**config.mk**
```make
export PLATFORM = sky130hd
export DESIGN_NAME = pwr_ctl
export DESIGN_NICKNAME = d
export VERILOG_FILES = /design/src/rtl/pwr_ctl_pkg.sv /design/src/rtl/pwr_ctl_reg.sv /design/src/rtl/pwr_ctl_rstgen.sv /design/src/rtl/pwr_ctl_clkgate.sv /design/src/rtl/pwr_ctl_guard.sv /design/src/rtl/pwr_ctl.sv
export SDC_FILE = /design/constraint.sdc
export NUM_CORES = 1
export LEC_CHECK = 0
export BUFFER_PORTS_ARGS = -buffer_cell sky130_fd_sc_hd__buf_2
export CAP_MARGIN = 20
export CORE_MARGIN = 3
export CORE_UTILIZATION = 25
export CTS_CLUSTER_SIZE = 14
export DETAILED_ROUTE_END_ITERATION = 6
export GPL_ROUTABILITY_DRIVEN = 0
export PLACE_DENSITY_LB_ADDON = 0.2
export RECOVER_POWER = 50
export SLEW_MARGIN = 30
export SYNTH_ARGS = -nofsm -noshare
export SYNTH_HDL_FRONTEND = slang
export SYNTH_HIERARCHICAL = 1
export SYNTH_SLANG_ARGS = --single-unit
```
**constraint.sdc**
```tcl
create_clock -name clk -period 1.2 [get_ports clk]
set_input_delay 0.06 -clock clk [delete_from_list [all_inputs] [get_ports clk]]
set_output_delay 0.06 -clock clk [all_outputs]
set_load 0.005 [all_outputs]
```
**src/rtl/pwr_ctl_pkg.sv**
```systemverilog
package pwr_ctl_pkg;
    localparam int WORD_W = 16;
    localparam int PWR_N  = 11;
    localparam int PWR_LO = WORD_W - PWR_N;

    typedef struct packed {
        logic [PWR_N-1:0] pwr;       // bits 15..5, bit 5 wakes the core
        logic             retain;    // bit 4
        logic             xtal_off;  // bit 3
        logic             clk_off;   // bit 2
        logic             aux_on;    // bit 1
        logic             auto_on;   // bit 0
    } ctl_word_t;

    localparam ctl_word_t WORD_RST = '0;

    function automatic ctl_word_t to_word(input logic [WORD_W-1:0] raw);
        return ctl_word_t'(raw);
    endfunction
endpackage

```
**src/rtl/pwr_ctl_reg.sv**
```systemverilog
module pwr_ctl_reg
    import pwr_ctl_pkg::*;
(
    input  logic              clk,
    input  logic              rst,
    input  logic              bus_rst,
    input  logic              wr_en,
    input  logic [WORD_W-1:0] wr_data,
    output ctl_word_t         word_q
);
    always_ff @(posedge clk) begin
        if (rst || bus_rst)
            word_q <= WORD_RST;
        else if (wr_en)
            word_q <= to_word(wr_data);
    end
endmodule

```
**src/rtl/pwr_ctl_rstgen.sv**
```systemverilog
module pwr_ctl_rstgen (
    input  logic clk,
    input  logic rst,
    input  logic core_on,
    input  logic retain,
    input  logic auto_on,
    input  logic auto_start,
    output logic prog_rst
);
    logic prev_on;
    logic wake_evt;
    logic auto_evt;

    assign wake_evt = core_on && !prev_on;
    assign auto_evt = auto_start && auto_on;

    always_ff @(posedge clk) begin
        if (rst) begin
            prev_on  <= 1'b0;
            prog_rst <= 1'b0;
        end else begin
            prev_on  <= core_on;
            prog_rst <= !retain && (wake_evt || auto_evt);
        end
    end
endmodule

```
**src/rtl/pwr_ctl_clkgate.sv**
```systemverilog
module pwr_ctl_clkgate (
    input  logic clk,
    input  logic rst,
    input  logic gate_off,
    output logic clk_out
);
    logic en_lo;

    // enable only moves while clk is low
    always_ff @(negedge clk) begin
        if (rst)
            en_lo <= 1'b1;
        else
            en_lo <= !gate_off;
    end

    assign clk_out = clk & en_lo;
endmodule

```
**src/rtl/pwr_ctl_guard.sv**
```systemverilog
module pwr_ctl_guard (
    input  logic clk,
    input  logic rst,
    input  logic auto_on,
    input  logic prog_wr,
    output logic prog_wr_pass,
    output logic prog_err
);
    assign prog_wr_pass = prog_wr && !auto_on;

    always_ff @(posedge clk) begin
        if (rst)
            prog_err <= 1'b0;
        else
            prog_err <= prog_wr && auto_on;
    end
endmodule

```
**src/rtl/pwr_ctl.sv**
```systemverilog
module pwr_ctl
    import pwr_ctl_pkg::*;
(
    input  logic              clk,
    input  logic              rst,
    input  logic              bus_rst,
    input  logic              wr_en,
    input  logic [WORD_W-1:0] wr_data,
    input  logic              auto_start,
    input  logic              prog_wr,
    output logic [PWR_N-1:0]  blk_en,
    output logic              core_rst,
    output logic              prog_rst,
    output logic              xtal_en,
    output logic              clk_out,
    output logic              aux_adc_en,
    output logic              auto_rx_en,
    output logic              prog_wr_pass,
    output logic              prog_err
);
    ctl_word_t word_q;

    pwr_ctl_reg u_reg (
        .clk     (clk),
        .rst     (rst),
        .bus_rst (bus_rst),
        .wr_en   (wr_en),
        .wr_data (wr_data),
        .word_q  (word_q)
    );

    pwr_ctl_rstgen u_rstgen (
        .clk        (clk),
        .rst        (rst),
        .core_on    (word_q.pwr[0]),
        .retain     (word_q.retain),
        .auto_on    (word_q.auto_on),
        .auto_start (auto_start),
        .prog_rst   (prog_rst)
    );

    pwr_ctl_clkgate u_clkgate (
        .clk      (clk),
        .rst      (rst),
        .gate_off (word_q.clk_off),
        .clk_out  (clk_out)
    );

    pwr_ctl_guard u_guard (
        .clk          (clk),
        .rst          (rst),
        .auto_on      (word_q.auto_on),
        .prog_wr      (prog_wr),
        .prog_wr_pass (prog_wr_pass),
        .prog_err     (prog_err)
    );

    assign blk_en     = word_q.pwr;
    assign core_rst   = !word_q.pwr[0];
    assign xtal_en    = !word_q.xtal_off;
    assign aux_adc_en = word_q.aux_on;
    assign auto_rx_en = word_q.auto_on;
endmodule

```
==> results.md, run 1 <==
- Status: complete, but fails checks
- Failing checks: negative setup slack
- Die H: 60.16 um
- Setup slack at placement: 17.56 ps
- Met1 WL: 743 um
- Static Leak: 0.5763 nW
- Synthesis-to-finish area growth: 60.92%
- Min-Delay Path Class: in -> reg
- Vias: 680
- CTS clk-pin slew, worst paths: 110 ps
- Netlist cell types: 15
- Synth Register Bits: 20
- Comb power frac: 12.6%
- Metal3 WL: 163 um
- Critical Path RT: 1140 ps
- Peak VDD IR: 0.0007440 V
- Top Metal Used: met4
- Crit-path slowest cell: dfxtp_1
- Syn_nets: 90
- ANT nets after route: 0
- Die width: 60.16 um
- Row cnt: 19
- Internal power: 1.077 mW
- Drt total wl: 1739 um
- Avg Cell Area, Syn: 10.78 sq um
- Synthesized cell area: 733.2 sq um
- Diode count: 0
- Largest net degree at the start of global routing: 17
- Setup CP Type: reg -> out
- Max Cap Viol: 0
- Synthesis Warnings: 6
- # IOs: 41
- Cell Area, Placed: 937.1 sq um
- CP Cell Sequence: and2_1, buf_2
- First-pass DRT Iterations: 1
- Switch share: 23.03%
- Worst reg-to-reg path cell count: 1
- R2R Path Start: u_reg/word_q[2]$_SDFFE_PP0P_
- Hold WS: 197.5 ps
- Slew Viols, Final: 0
- Initial DRC Count: 0
- DRC viols: 0
- Critical-path maximum fanout: 1
- CTS tree: yes
- WHS Path Cells: 3
- Startpoint Class: flip-flop
- Syn Inst Count: 68
- Multi-input logic area: 281.5 sq um
- # setup viols final: 2
- WP data arrival: 1590 ps
- Reg power frac: 49.6%
- # fillers: 287
- WP buf/inv: 1
- Post-DP HPWL: 1121 um
- Full die area: 3619 sq um
- Power, Total: 1.399 mW
- Gr ovfl total: 0
- Clk_lat worst skew: 460 ps
- CP top delay family: flip-flops
- Met2 wire len: 807 um
- Register area: 401.6 sq um
- Hold Crit Start: wr_en
- Endpoint of the worst register-to-register path: u_clkgate/en_lo$_SDFF_NP1_
- Switch Pwr: 0.3220 mW
- Clk_skew: 64.46 ps
- Final instance area: 1180 sq um
- First-pass GRT wire length: 2546 um
- CP endpoint kind: primary output
- RSZ-0062 raised after global routing: true
- Post-route setup slack: -446.5 ps
- Drt wl/cell: 10.73 um
- Critical Path Max Stage Delay: 280 ps
- Final Hold Viols: 0
- Hold EP: u_reg/word_q[1]$_SDFFE_PP0P_
- DR vias/cell: 4.198
- PwrDens: 1185 nW/um^2
- Nets@finish: 154
- Worst-Margin Slew: 594.4 ps
- R2R setup slack: 160 ps
- GRT Total Usage: 9.867%
- # port buffers: 40
- Initial Utilization: 26.36%
- Post-synthesis sequential area ratio: 54.61%
- Clock share of power: 37.8%
- Initial antenna violation count: 0
- Core area: 2781 sq um
- Vias in the first global route: 632
- Layout cells sized above 1: 34.35%
- Final setup TNS: -446.5 ps
- Max transition margin: 60.38%
## tightest hold or removal path: cells and delay by family
kind | cells | cell delay [ps]
buffers and inverters | 1 | 260
multiplexers | 1 | 170
AND/OR/NAND/NOR | 1 | 70
## Yosys cell counts (all sizes together)
master | count | area [sq um]
nand2b | 2 | 12.51
dfxtp | 20 | 400.4
nand2 | 1 | 3.750
inv | 3 | 11.26
mux2i | 16 | 160.2
nor2b | 1 | 6.260
clkbuf | 1 | 5.000
buf | 3 | 30.03
and3b | 1 | 10.01
or2 | 1 | 6.260
a211oi | 1 | 12.51
and2b | 1 | 8.760
nor2 | 16 | 60.06
and2 | 1 | 6.260
## flip-flops by register name (all words and copies together), names as in the netlist
register	cells
u_clkgate/en_lo	1
u_guard/prog_err	1
u_rstgen/prev_on	1
u_rstgen/prog_rst	1
u_reg/word_q	16
## power by group through the flow
| stage | Clock (mW) | Combinational (mW) | Sequential [mW] |
|---|---|---|---|
| 2_1_floorplan | 0.0397 | 0.0715 | 0.710 |
| 4_1_cts | 0.564 | 0.175 | 0.694 |
| 3_5_place_dp | 0.0661 | 0.128 | 0.709 |
| 3_3_place_gp | 0.0661 | 0.124 | 0.708 |
| 5_1_grt | 0.602 | 0.193 | 0.697 |
| 6_report | 0.529 | 0.176 | 0.694 |
## cell usage in the layout, fill, tap and decap left out
master and n:
dfxtp_1 19, or2_1 1, inv_1 3, buf_2 34, clkbuf_4 6, nor2b_1 1
and3b_2 1, clkbuf_1 6, a211oi_1 1, and2b_2 1, mux2i_1 16, buf_4 1
buf_6 1, dlygate4sd3_1 19, dfxtp_2 1, nand2b_1 2, nand2_1 1, nor2_1 16
and2_1 1
## per-layer routing
| layer | up-vias | global-route usage [%] |
|---|---|---|
| met5 | - | 0 |
| met4 | 0 | 3.165 |
| met3 | 3 | 5.832 |
| met2 | 34 | 16.51 |
| met1 | 300 | 10.26 |
| li1 | 343 | - |
## cell type report
cell class	instances	share of cell area, %
Timing Repair Buffer	59	33.30
Multi-Input combinational cell	41	23.86
Sequential cell	20	34.04
Clock buffer	8	4.560
Inverter	2	0.6363
Tap cell	31	3.287
Clock inverter	1	0.3181
## metrics by stage
stage          cells  util [%]
2_1_floorplan     68         -
3_3_place_gp     135     33.69
3_5_place_dp     135     33.69
4_1_cts          161     42.33
5_1_grt          162     42.42
6_report         162     42.42
## repair_timing
action | CTS | global route
setup buffers | 0 | 1
hold buffers | 19 | 0
pin swaps | 1 | 0
gates resized for setup | 1 | 1
endpoints found under the hold margin | 19 | 0
gates cloned | 0 | 0
endpoints found under the setup margin | 3 | 3
## worst max-delay path by stage
stage	from	end	slack (ps)	cells after the start
detailed placement	u_clkgate/en_lo$_SDFF_NP1_	clk_out	20	2
global route	u_clkgate/en_lo$_SDFF_NP1_	clk_out	-500	2
finish	u_clkgate/en_lo$_SDFF_NP1_	clk_out	-450	2
global placement	u_clkgate/en_lo$_SDFF_NP1_	clk_out	20	2
floorplan	u_clkgate/en_lo$_SDFF_NP1_	clk_out	120	1
CTS	u_clkgate/en_lo$_SDFF_NP1_	clk_out	-470	2
## cells by family after synthesis
kind of cell | Yosys count | share of synthesized area, %
simple gates | 24 | 15.53
flops | 20 | 54.61
mux | 16 | 21.84
buf+inv | 7 | 6.313
compound gates | 1 | 1.706
(Power assumes the default switching activity.)
==> run 2: changes to the inputs <==
--- a/config.mk
+++ b/config.mk
@@ -8,7 +8,7 @@
 export BUFFER_PORTS_ARGS = -buffer_cell sky130_fd_sc_hd__buf_2
 export CAP_MARGIN = 20
 export CORE_MARGIN = 3
-export CORE_UTILIZATION = 25
+export CORE_UTILIZATION = 45
 export CTS_CLUSTER_SIZE = 14
 export DETAILED_ROUTE_END_ITERATION = 6
 export GPL_ROUTABILITY_DRIVEN = 0
==> run 2 against run 1 <==
The flow still finishes with violations (negative setup slack). Global-route usage rose by 8.0 points. Sequential cell count did not move. Routed wire length fell by 0.86%. Via count rose by 0.88%. Worst setup slack got worse by 25 ps. First-iteration DRC count rose by 12. Non-clock buffer count did not move. Sequential power barely moved. Highest routed layer unchanged.
==> results.md, run 2 (synthesized netlist as in run 1, its figures left out) <==
- Startpoint Class: flip-flop
- Layout cells sized above 1: 32.06%
- Peak VDD IR: 0.001081 V
- Synthesis-to-finish area growth: 56.83%
- # IOs: 41
- CP Cell Sequence: and2_1, buf_2
- Critical Path Max Stage Delay: 310 ps
- Max Cap Viol: 0
- Stages on worst setup path: 2
- Nets@finish: 154
- Clk_skew: 75.82 ps
- CP top delay family: flip-flops
- Power, Total: 1.402 mW
- WP buf/inv: 1
- Most frequent cells in the layout: buf_2, dlygate4sd3_1, dfxtp_1
- Non-Filler Instances: 146
- Failing checks: negative setup slack
- Vias: 686
- # port buffers: 40
- Clk_lat worst skew: 470 ps
- DRC viols: 0
- WP data arrival: 1610 ps
- # setup viols final: 2
- Initial DRC Count: 12
- Core area: 1415 sq um
- First-pass DRT Iterations: 4
- Full die area: 2150 sq um
- ANT nets after route: 0
- Cell Area, Placed: 917.1 sq um
- Crit. Startpoint: u_clkgate/en_lo$_SDFF_NP1_
- Worst reg-to-reg path cell count: 1
- PwrDens: 1220 nW/um^2
- Gr ovfl total: 0
- Largest net degree at the start of global routing: 17
- Vias in the first global route: 679
- Diode count: 0
- Drt wl/cell: 11.81 um
- R2R Path Start: u_reg/word_q[2]$_SDFFE_PP0P_
- Die width: 46.37 um
- Worst-Margin Slew: 569.9 ps
- Slew Viols, Final: 0
- Critical Path RT: 1140 ps
- Drt total wl: 1724 um
- Setup CP Type: reg -> out
- Status: complete, but fails checks
- CTS clk-pin slew, worst paths: 100 ps
- R2R setup slack: 120 ps
- Initial Utilization: 51.81%
- CP endpoint kind: primary output
- GRT Total Usage: 17.88%
- Die H: 46.37 um
- Crit path to: clk_out
- Multi-input logic area: 281.5 sq um
- Initial antenna violation count: 0
- # fillers: 110
- Dpl cells: 119
- Row cnt: 13
- Critical-path maximum fanout: 1
- First-pass GRT wire length: 2608 um
- Post-DP HPWL: 1016 um
- DR vias/cell: 4.699
- Min-Delay Path Class: in -> reg
- RSZ-0062 raised after global routing: true
- Final Hold Viols: 0
- Largest register FFs: 16
- Final instance area: 1150 sq um
- Most flops, register: u_reg/word_q
- Endpoint of the worst register-to-register path: u_clkgate/en_lo$_SDFF_NP1_
- Crit-path slowest cell: dfxtp_2
- CTS tree: yes
- Most common cell after layout, fill and taps aside: buf_2
- Post-route setup slack: -471.7 ps
- Static Leak: 0.5586 nW
- Max transition margin: 62.01%
- Register area: 402.9 sq um
## run 2: area by class of cell
class / count / share of cell area [%]
Clock inverter: 1 / 0.3264
Clock buffer: 8 / 4.679
Multi-Input combinational cell: 41 / 24.48
Tap cell: 15 / 1.632
Inverter: 2 / 0.6529
Timing Repair Buffer: 59 / 33.19
Sequential cell: 20 / 35.04
## run 2: layer usage
metal | up-vias | GRT usage [%] | wire [um]
met5 | - | 0 | 0
met2 | 26 | 29.40 | 886
li1 | 344 | - | -
met3 | 2 | 5.469 | 117
met1 | 314 | 18.48 | 700
met4 | 0 | 14.20 | 21
## run 2: per-stage QoR
step | hold WS, ps | TNS (ps) | worst slack (ps) | utilization (%)
after floorplan | 124.6 | 0 | 121.8 | -
after global placement | 244.2 | 0 | 23.03 | 64.81
after detailed placement | 244.2 | 0 | 20.65 | 64.81
after CTS | 183.8 | -478.4 | -478.4 | 81.79
after global routing | 199.1 | -512.0 | -495.0 | 81.26
final | 181.6 | -471.7 | -471.7 | 81.26
## run 2: power by group
part | internal, mW | switching [mW] | total (mW)
combinational | 0.107 | 0.0642 | 0.171
sequential | 0.684 | 0.0104 | 0.695
clock | 0.282 | 0.254 | 0.537
total | 1.07 | 0.329 | 1.40
## run 2: worst min path at each step
stage | slack, ps | startpoint | depth (start not counted) | to
2_1_floorplan | 120 | rst | 1 | u_rstgen/prog_rst$_SDFF_PP0_
3_3_place_gp | 240 | clk | 2 | clk_out
3_5_place_dp | 240 | clk | 2 | clk_out
4_1_cts | 180 | wr_en | 3 | u_reg/word_q[11]$_SDFFE_PP0P_
5_1_grt | 200 | wr_en | 3 | u_reg/word_q[9]$_SDFFE_PP0P_
6_report | 180 | wr_en | 3 | u_reg/word_q[11]$_SDFFE_PP0P_
## run 2: timing repair
item / CTS / global route
buffers inserted: 0 / 1
endpoints found under the setup margin: 2 / 3
hold buffers: 19 / 0
pin swaps: 1 / 0
gates resized for setup: 1 / 1
endpoints found under the hold margin: 19 / 0
## run 2: worst min-delay path: stages
cell	delay, ps
buf_2	250
mux2i_1	170
nor2_1	70
